**config.mk**
```make
export PLATFORM = sky130hd
export DESIGN_NAME = pport_fifo
export DESIGN_NICKNAME = d
export VERILOG_FILES = /design/src/rtl/pport_fifo_pkg.sv /design/src/rtl/pport_fifo_ctrl.sv /design/src/rtl/pport_fifo_store.sv /design/src/rtl/pport_fifo_flags.sv /design/src/rtl/pport_fifo.sv
export SDC_FILE = /design/constraint.sdc
export NUM_CORES = 1
export LEC_CHECK = 0
export ABC_AREA = 1
export ABC_CLOCK_PERIOD_IN_PS = 5700
export BUFFER_PORTS_ARGS = -buffer_cell sky130_fd_sc_hd__buf_2
export CAP_MARGIN = 20
export CORE_ASPECT_RATIO = 0.6
export CORE_MARGIN = 1
export CORE_UTILIZATION = 35
export DETAILED_ROUTE_END_ITERATION = 12
export PLACE_DENSITY = 0.6
export SLEW_MARGIN = 20
export SYNTH_ARGS = -nofsm -noshare
export SYNTH_HDL_FRONTEND = slang
export SYNTH_HIERARCHICAL = 1
export SYNTH_SLANG_ARGS = --single-unit
```
**constraint.sdc**
```tcl
create_clock -name clk -period 5.7 [get_ports clk]
set_input_delay 0.57 -clock clk [delete_from_list [all_inputs] [get_ports clk]]
set_output_delay 0.57 -clock clk [all_outputs]
set_load 0.1 [all_outputs]
```
**src/rtl/pport_fifo_pkg.sv**
```systemverilog
package pport_fifo_pkg;
  typedef logic [2:0] pp_mode_t;

  localparam pp_mode_t PP_MODE_COMPAT = 3'b010;
  localparam pp_mode_t PP_MODE_EXT    = 3'b011;
  localparam pp_mode_t PP_MODE_TEST   = 3'b110;

  // one cycle's worth of decoded queue actions
  typedef struct packed {
    logic flush;
    logic push;
    logic push_per;   // 1: fill data comes from the peripheral side
    logic pop;
    logic host_take;  // a host read is served this cycle
    logic svc_en;
    logic svc_dir;
  } pp_access_t;
endpackage

```
**src/rtl/pport_fifo_ctrl.sv**
```systemverilog
module pport_fifo_ctrl
  import pport_fifo_pkg::*;
(
  input  pp_mode_t   mode,
  input  logic       dir,
  input  logic       host_wr,
  input  logic       host_rd,
  input  logic       per_pop,
  input  logic       per_push,
  input  logic       full,
  input  logic       empty,
  output pp_access_t acc
);
  logic m_compat, m_ext, m_test, valid_mode;
  logic host_fill_ok, per_fill_ok, per_drain_ok, host_drain_ok;

  always_comb begin
    m_compat   = (mode == PP_MODE_COMPAT);
    m_ext      = (mode == PP_MODE_EXT);
    m_test     = (mode == PP_MODE_TEST);
    valid_mode = m_compat | m_ext | m_test;

    host_fill_ok  = m_compat | (m_ext & ~dir) | m_test;
    per_fill_ok   = m_ext & dir;
    per_drain_ok  = m_compat | (m_ext & ~dir);
    host_drain_ok = (m_ext & dir) | m_test;

    acc.flush     = ~valid_mode;
    acc.push_per  = per_fill_ok;
    acc.push      = ~full & ((host_fill_ok & host_wr) | (per_fill_ok & per_push));
    acc.host_take = host_drain_ok & host_rd;
    acc.pop       = ~empty & ((per_drain_ok & per_pop) | (host_drain_ok & host_rd));
    acc.svc_en    = valid_mode;
    acc.svc_dir   = m_compat ? 1'b0 : dir;
  end
endmodule

```
**src/rtl/pport_fifo_store.sv**
```systemverilog
module pport_fifo_store #(
  parameter int DW    = 8,
  parameter int DEPTH = 16,
  localparam int AW   = (DEPTH > 1) ? $clog2(DEPTH) : 1,
  localparam int CW   = $clog2(DEPTH + 1)
) (
  input  logic          clk,
  input  logic          rst_n,
  input  logic          flush,
  input  logic          push,
  input  logic [DW-1:0] push_data,
  input  logic          pop,
  output logic [DW-1:0] head,
  output logic [CW-1:0] count
);
  logic [DW-1:0] mem [DEPTH];
  logic [AW-1:0] wr_ptr_q, rd_ptr_q, wr_ptr_d, rd_ptr_d;
  logic [CW-1:0] count_q, count_d;

  function automatic logic [AW-1:0] bump(input logic [AW-1:0] p);
    return (p == AW'(DEPTH - 1)) ? '0 : p + AW'(1);
  endfunction

  always_comb begin
    wr_ptr_d = wr_ptr_q;
    rd_ptr_d = rd_ptr_q;
    count_d  = count_q;
    if (flush) begin
      wr_ptr_d = '0;
      rd_ptr_d = '0;
      count_d  = '0;
    end else begin
      if (push) wr_ptr_d = bump(wr_ptr_q);
      if (pop)  rd_ptr_d = bump(rd_ptr_q);
      case ({push, pop})
        2'b10:   count_d = count_q + CW'(1);
        2'b01:   count_d = count_q - CW'(1);
        default: count_d = count_q;
      endcase
    end
  end

  always_ff @(posedge clk or negedge rst_n) begin
    if (!rst_n) begin
      wr_ptr_q <= '0;
      rd_ptr_q <= '0;
      count_q  <= '0;
    end else begin
      wr_ptr_q <= wr_ptr_d;
      rd_ptr_q <= rd_ptr_d;
      count_q  <= count_d;
    end
  end

  // storage array carries no reset; only written entries are ever read
  always_ff @(posedge clk) begin
    if (push && !flush) mem[wr_ptr_q] <= push_data;
  end

  assign head  = mem[rd_ptr_q];
  assign count = count_q;
endmodule

```
**src/rtl/pport_fifo_flags.sv**
```systemverilog
module pport_fifo_flags #(
  parameter int DEPTH   = 16,
  parameter int WR_FREE = 8,
  parameter int RD_FILL = 8,
  localparam int CW     = $clog2(DEPTH + 1)
) (
  input  logic [CW-1:0] count,
  input  logic          svc_en,
  input  logic          svc_dir,
  output logic          full,
  output logic          empty,
  output logic          svc
);
  logic [CW-1:0] free_cnt;

  always_comb begin
    free_cnt = CW'(DEPTH) - count;
    full     = (count == CW'(DEPTH));
    empty    = (count == '0);
    if (!svc_en)      svc = 1'b0;
    else if (svc_dir) svc = (count >= CW'(RD_FILL));
    else              svc = (free_cnt >= CW'(WR_FREE));
  end
endmodule

```
**src/rtl/pport_fifo.sv**
```systemverilog
module pport_fifo
  import pport_fifo_pkg::*;
#(
  parameter int DW      = 8,
  parameter int DEPTH   = 16,
  parameter int WR_FREE = 8,
  parameter int RD_FILL = 8
) (
  input  logic          clk,
  input  logic          rst_n,
  input  logic [2:0]    mode,
  input  logic          dir,
  input  logic          host_wr,
  input  logic [DW-1:0] host_wdata,
  input  logic          host_rd,
  output logic [DW-1:0] host_rdata,
  input  logic          per_pop,
  output logic [DW-1:0] per_pop_data,
  input  logic          per_push,
  input  logic [DW-1:0] per_push_data,
  output logic          full,
  output logic          empty,
  output logic          svc_irq
);
  localparam int CW = $clog2(DEPTH + 1);

  pp_access_t    acc;
  logic [CW-1:0] occ_count;
  logic [DW-1:0] head, fill_data;
  logic [DW-1:0] rdata_q, rdata_d;

  pport_fifo_ctrl u_ctrl (
    .mode     (mode),
    .dir      (dir),
    .host_wr  (host_wr),
    .host_rd  (host_rd),
    .per_pop  (per_pop),
    .per_push (per_push),
    .full     (full),
    .empty    (empty),
    .acc      (acc)
  );

  assign fill_data = acc.push_per ? per_push_data : host_wdata;

  pport_fifo_store #(.DW(DW), .DEPTH(DEPTH)) u_store (
    .clk       (clk),
    .rst_n     (rst_n),
    .flush     (acc.flush),
    .push      (acc.push),
    .push_data (fill_data),
    .pop       (acc.pop),
    .head      (head),
    .count     (occ_count)
  );

  pport_fifo_flags #(.DEPTH(DEPTH), .WR_FREE(WR_FREE), .RD_FILL(RD_FILL)) u_flags (
    .count   (occ_count),
    .svc_en  (acc.svc_en),
    .svc_dir (acc.svc_dir),
    .full    (full),
    .empty   (empty),
    .svc     (svc_irq)
  );

  // host read register doubles as the last-read byte for empty reads
  always_comb begin
    rdata_d = rdata_q;
    if (acc.flush)                  rdata_d = '0;
    else if (acc.host_take && !empty) rdata_d = head;
  end

  always_ff @(posedge clk or negedge rst_n) begin
    if (!rst_n) rdata_q <= '0;
    else        rdata_q <= rdata_d;
  end

  assign host_rdata   = rdata_q;
  assign per_pop_data = head;
endmodule

```
==> results.py <==
metrics = {
    "run_status": {
        "outcome": "complete, no violations",
    },
    "finish": {
        "syn2layout_area_growth_pct": 15.4,
        "drive_above_1_share_pct": 14.8,
        "antenna_cells": 0,
        "final_cells": 900,
        "final_nets": 682,
    },
    "routing": {
        "wl_per_cell_um": 17.7,
        "drcViolationCount": 0,
        "drt_pass1_iterations": 5,
        "final_antenna_net_count": 0,
        "vias_per_cell": 5.22,
        "drt_iter0_drc": 570,
        "drt-total-wl_um": 16000,
        "vias": 4700,
    },
    "min_path": {
        "min_path_type": "in -> async",
    },
    "floorplanning": {
        "dieArea_um2": 19400,
        "die_h_um": 108,
        "initial_core_util_pct": 36.1,
        "die_x_um": 179,
        "ios": 45,
        "placementRows": 38,
        "core_area_um2": 18200,
    },
    "synthesis": {
        "synth_warnings": 6,
        "synth.avg_cell_area_um2": 10.9,
        "synth.distinct_cells": 28,
        "ys_ff_latch": 149,
        "synth.yosys.seq_area_share_pct": 66.4,
        "syn_inst": 604,
        "syn_nets": 639,
        "syn_area_um2": 6580,
    },
    "global_routing": {
        "overflow": 0,
        "grt_use_total_pct": 17.7,
        "grt_pass1_wl_um": 25400,
        "antenna_found_initial": 1,
        "grt_pass1_vias": 4501,
        "grt_max_degree": 67,
    },
    "setup_path": {
        "cp.arrival_ns": 2.94,
        "end_kind": "primary output",
        "crit_path_cell_trace": "buf_4, buf_4, o21ai_0, o211ai_1, nand3_1, nand3_1, buf_2",
        "path_buf_inv": 3,
        "slowest_stage": "dfrtp_1",
        "cp-start-kind": "register",
        "worstSetupPathType": "reg -> out",
        "crit_family": "buffers and inverters",
        "cp.required_ns": 5.13,
        "max_stage_delay_ns": 0.78,
        "crit_fanout": 20,
    },
    "timing": {
        "maxSlewViolCount": 0,
        "hold_violations": 0,
        "skew_ns": 0.0108,
        "period_minus_slack_ns": 3.51,
        "maxSlewHeadroom_pct": 41.8,
        "fmaxAchievable_ghz": 0.285,
        "fin_crit_sh_pct": 61.5,
        "fin_tns_setup_ns": 0,
        "grt_setup_unrepaired": "false",
        "tightest_slew_ns": 0.872,
        "setup_viol": 0,
    },
    "run": {
        "cap_violations": 0,
    },
    "clocking": {
        "hold_buffers": 0,
        "path_clk_slew_ns": 0.07,
        "cts_tree": "yes",
        "cts_resized": 0,
        "cts_root_buf": "clkbuf_16",
        "cts_setup_buffers": 0,
        "htree_levels": 4,
        "cts_buffers": 17,
        "insertion_delay_ns": 0.42,
        "clockBufferDepth": 2,
        "cts.sinks": 149,
    },
    "power": {
        "internal_power_mw": 1.88,
        "powerDensity_nw_per_um2": 325,
        "switching_share_pct": 23.6,
        "sequentialPowerShare_pct": 48.5,
        "power.static_leakage_nw": 2.87,
        "ir_drop_mv": 0.214,
        "comb_power_share_pct": 5.1,
        "switchingPower_uw": 581,
        "power.clock.fraction_pct": 46.4,
    },
    "placement": {
        "portBuffers": 44,
        "dp_cells": 868,
        "dp_hpwl_um": 10900,
        "gp_congestion": 0.838,
    },
}
## metrics by stage
stage	hold WS, ns	setup WS (ns)	instance area [um^2]	power [mW]	util, %
after floorplan	0.274	2.95	6580	1.30	-
after global placement	0.489	2.57	6970	1.34	38.3
after detailed placement	0.492	2.39	6980	1.34	38.4
after CTS	0.130	2.23	7590	2.48	41.7
after global routing	0.141	2.04	7590	2.55	41.7
final	0.115	2.19	7590	2.47	41.7
## cell usage after synthesis (all sizes together)
cell	number	area (um^2)
o21a	1	7.51
xor2	1	8.76
nor2	108	410
a21oi	6	37.5
nand3	42	210
inv	44	165
nand4	9	56.3
edfxtp	128	3840
nand2	82	320
clkbuf	8	30.0
ha	9	113
o21bai	1	7.51
buf	20	158
dfrtp	21	526
clkinv	3	11.3
xnor2	1	8.76
o211ai	17	128
a31oi	1	6.26
o21ai	85	425
o22ai	17	106
## flip-flops by register name, indices dropped and copies added, names as in the netlist
signal / cells
u_store/count: 5
u_store/mem: 128
u_store/rd_ptr_q: 4
host_rdata: 8
u_store/wr_ptr_q: 4
## final cells by class
type                    instances  area (um^2)
clock buffers                  17          425
inverters                      47          178
multi-input cells             380         1860
flip-flops and latches        149         4370
fillers                      1724        10600
well taps                     240          300
repair buffers                 52          280
clock inverters                15          180
## path summary, 6_finish.rpt
path | startpoint | end | slack [ns] | cells after the start
min in group clk | host_rdata[5]$_DFFE_PN0P_ | host_rdata[5]$_DFFE_PN0P_ | 0.51 | 2
hold reg to reg | host_rdata[5]$_DFFE_PN0P_ | host_rdata[5]$_DFFE_PN0P_ | 0.51 | 2
max in group asynchronous | rst_n | u_store/rd_ptr_q[0]$_DFFE_PN0P_ | 5.19 | 1
setup / recovery | u_store/rd_ptr_q[1]$_DFFE_PN0P_ | per_pop_data[7] | 2.19 | 7
hold / removal | rst_n | host_rdata[2]$_DFFE_PN0P_ | 0.12 | 1
setup reg to reg | u_store/count[0]$_DFFE_PN0P_ | u_store/mem[4][1]$_DFFE_PP_ | 2.84 | 9
## layer usage
layer / GRT usage (%) / vias to the layer above / wire (um)
met5: 0 / - / 0
met4: 4.06 / 0 / 146
met3: 4.89 / 16 / 1330
met2: 23.6 / 199 / 6550
met1: 27.8 / 2279 / 7920
li1: - / 2206 / -
## cells by family (layout without fill, tap and decap cells)
kind of cell    after synthesis  after routing  share of synthesized area (%)
flops                       149            149                           66.4
fa+ha+maj                     9              9                           1.71
simple gates                241            241                           15.2
xor+xnor                      2              2                          0.266
compound gates              128            128                           10.9
buf+inv                      75            131                           5.53
## cells in the final DEF, fill, tap and decap left out, types with 17 or more instances in the layout
master     instances
buf_2             44
clkbuf_16         17
dfrtp_1           20
edfxtp_1         128
inv_1             41
nand2_1           79
nand3_1           42
nor2_1           106
o211ai_1          17
o21ai_0           60
o21ai_1           22
o22ai_1           17
## power by group through the flow
| stage | registers [mW] | logic (mW) | clock network [mW] |
|---|---|---|---|
| floorplan | 1.22 | 0.0798 | 0 |
| global placement | 1.22 | 0.123 | 0 |
| detailed placement | 1.22 | 0.125 | 0 |
| CTS | 1.20 | 0.125 | 1.16 |
| global route | 1.20 | 0.137 | 1.22 |
| finish | 1.20 | 0.125 | 1.15 |
Power figures use the tool's default switching activity.
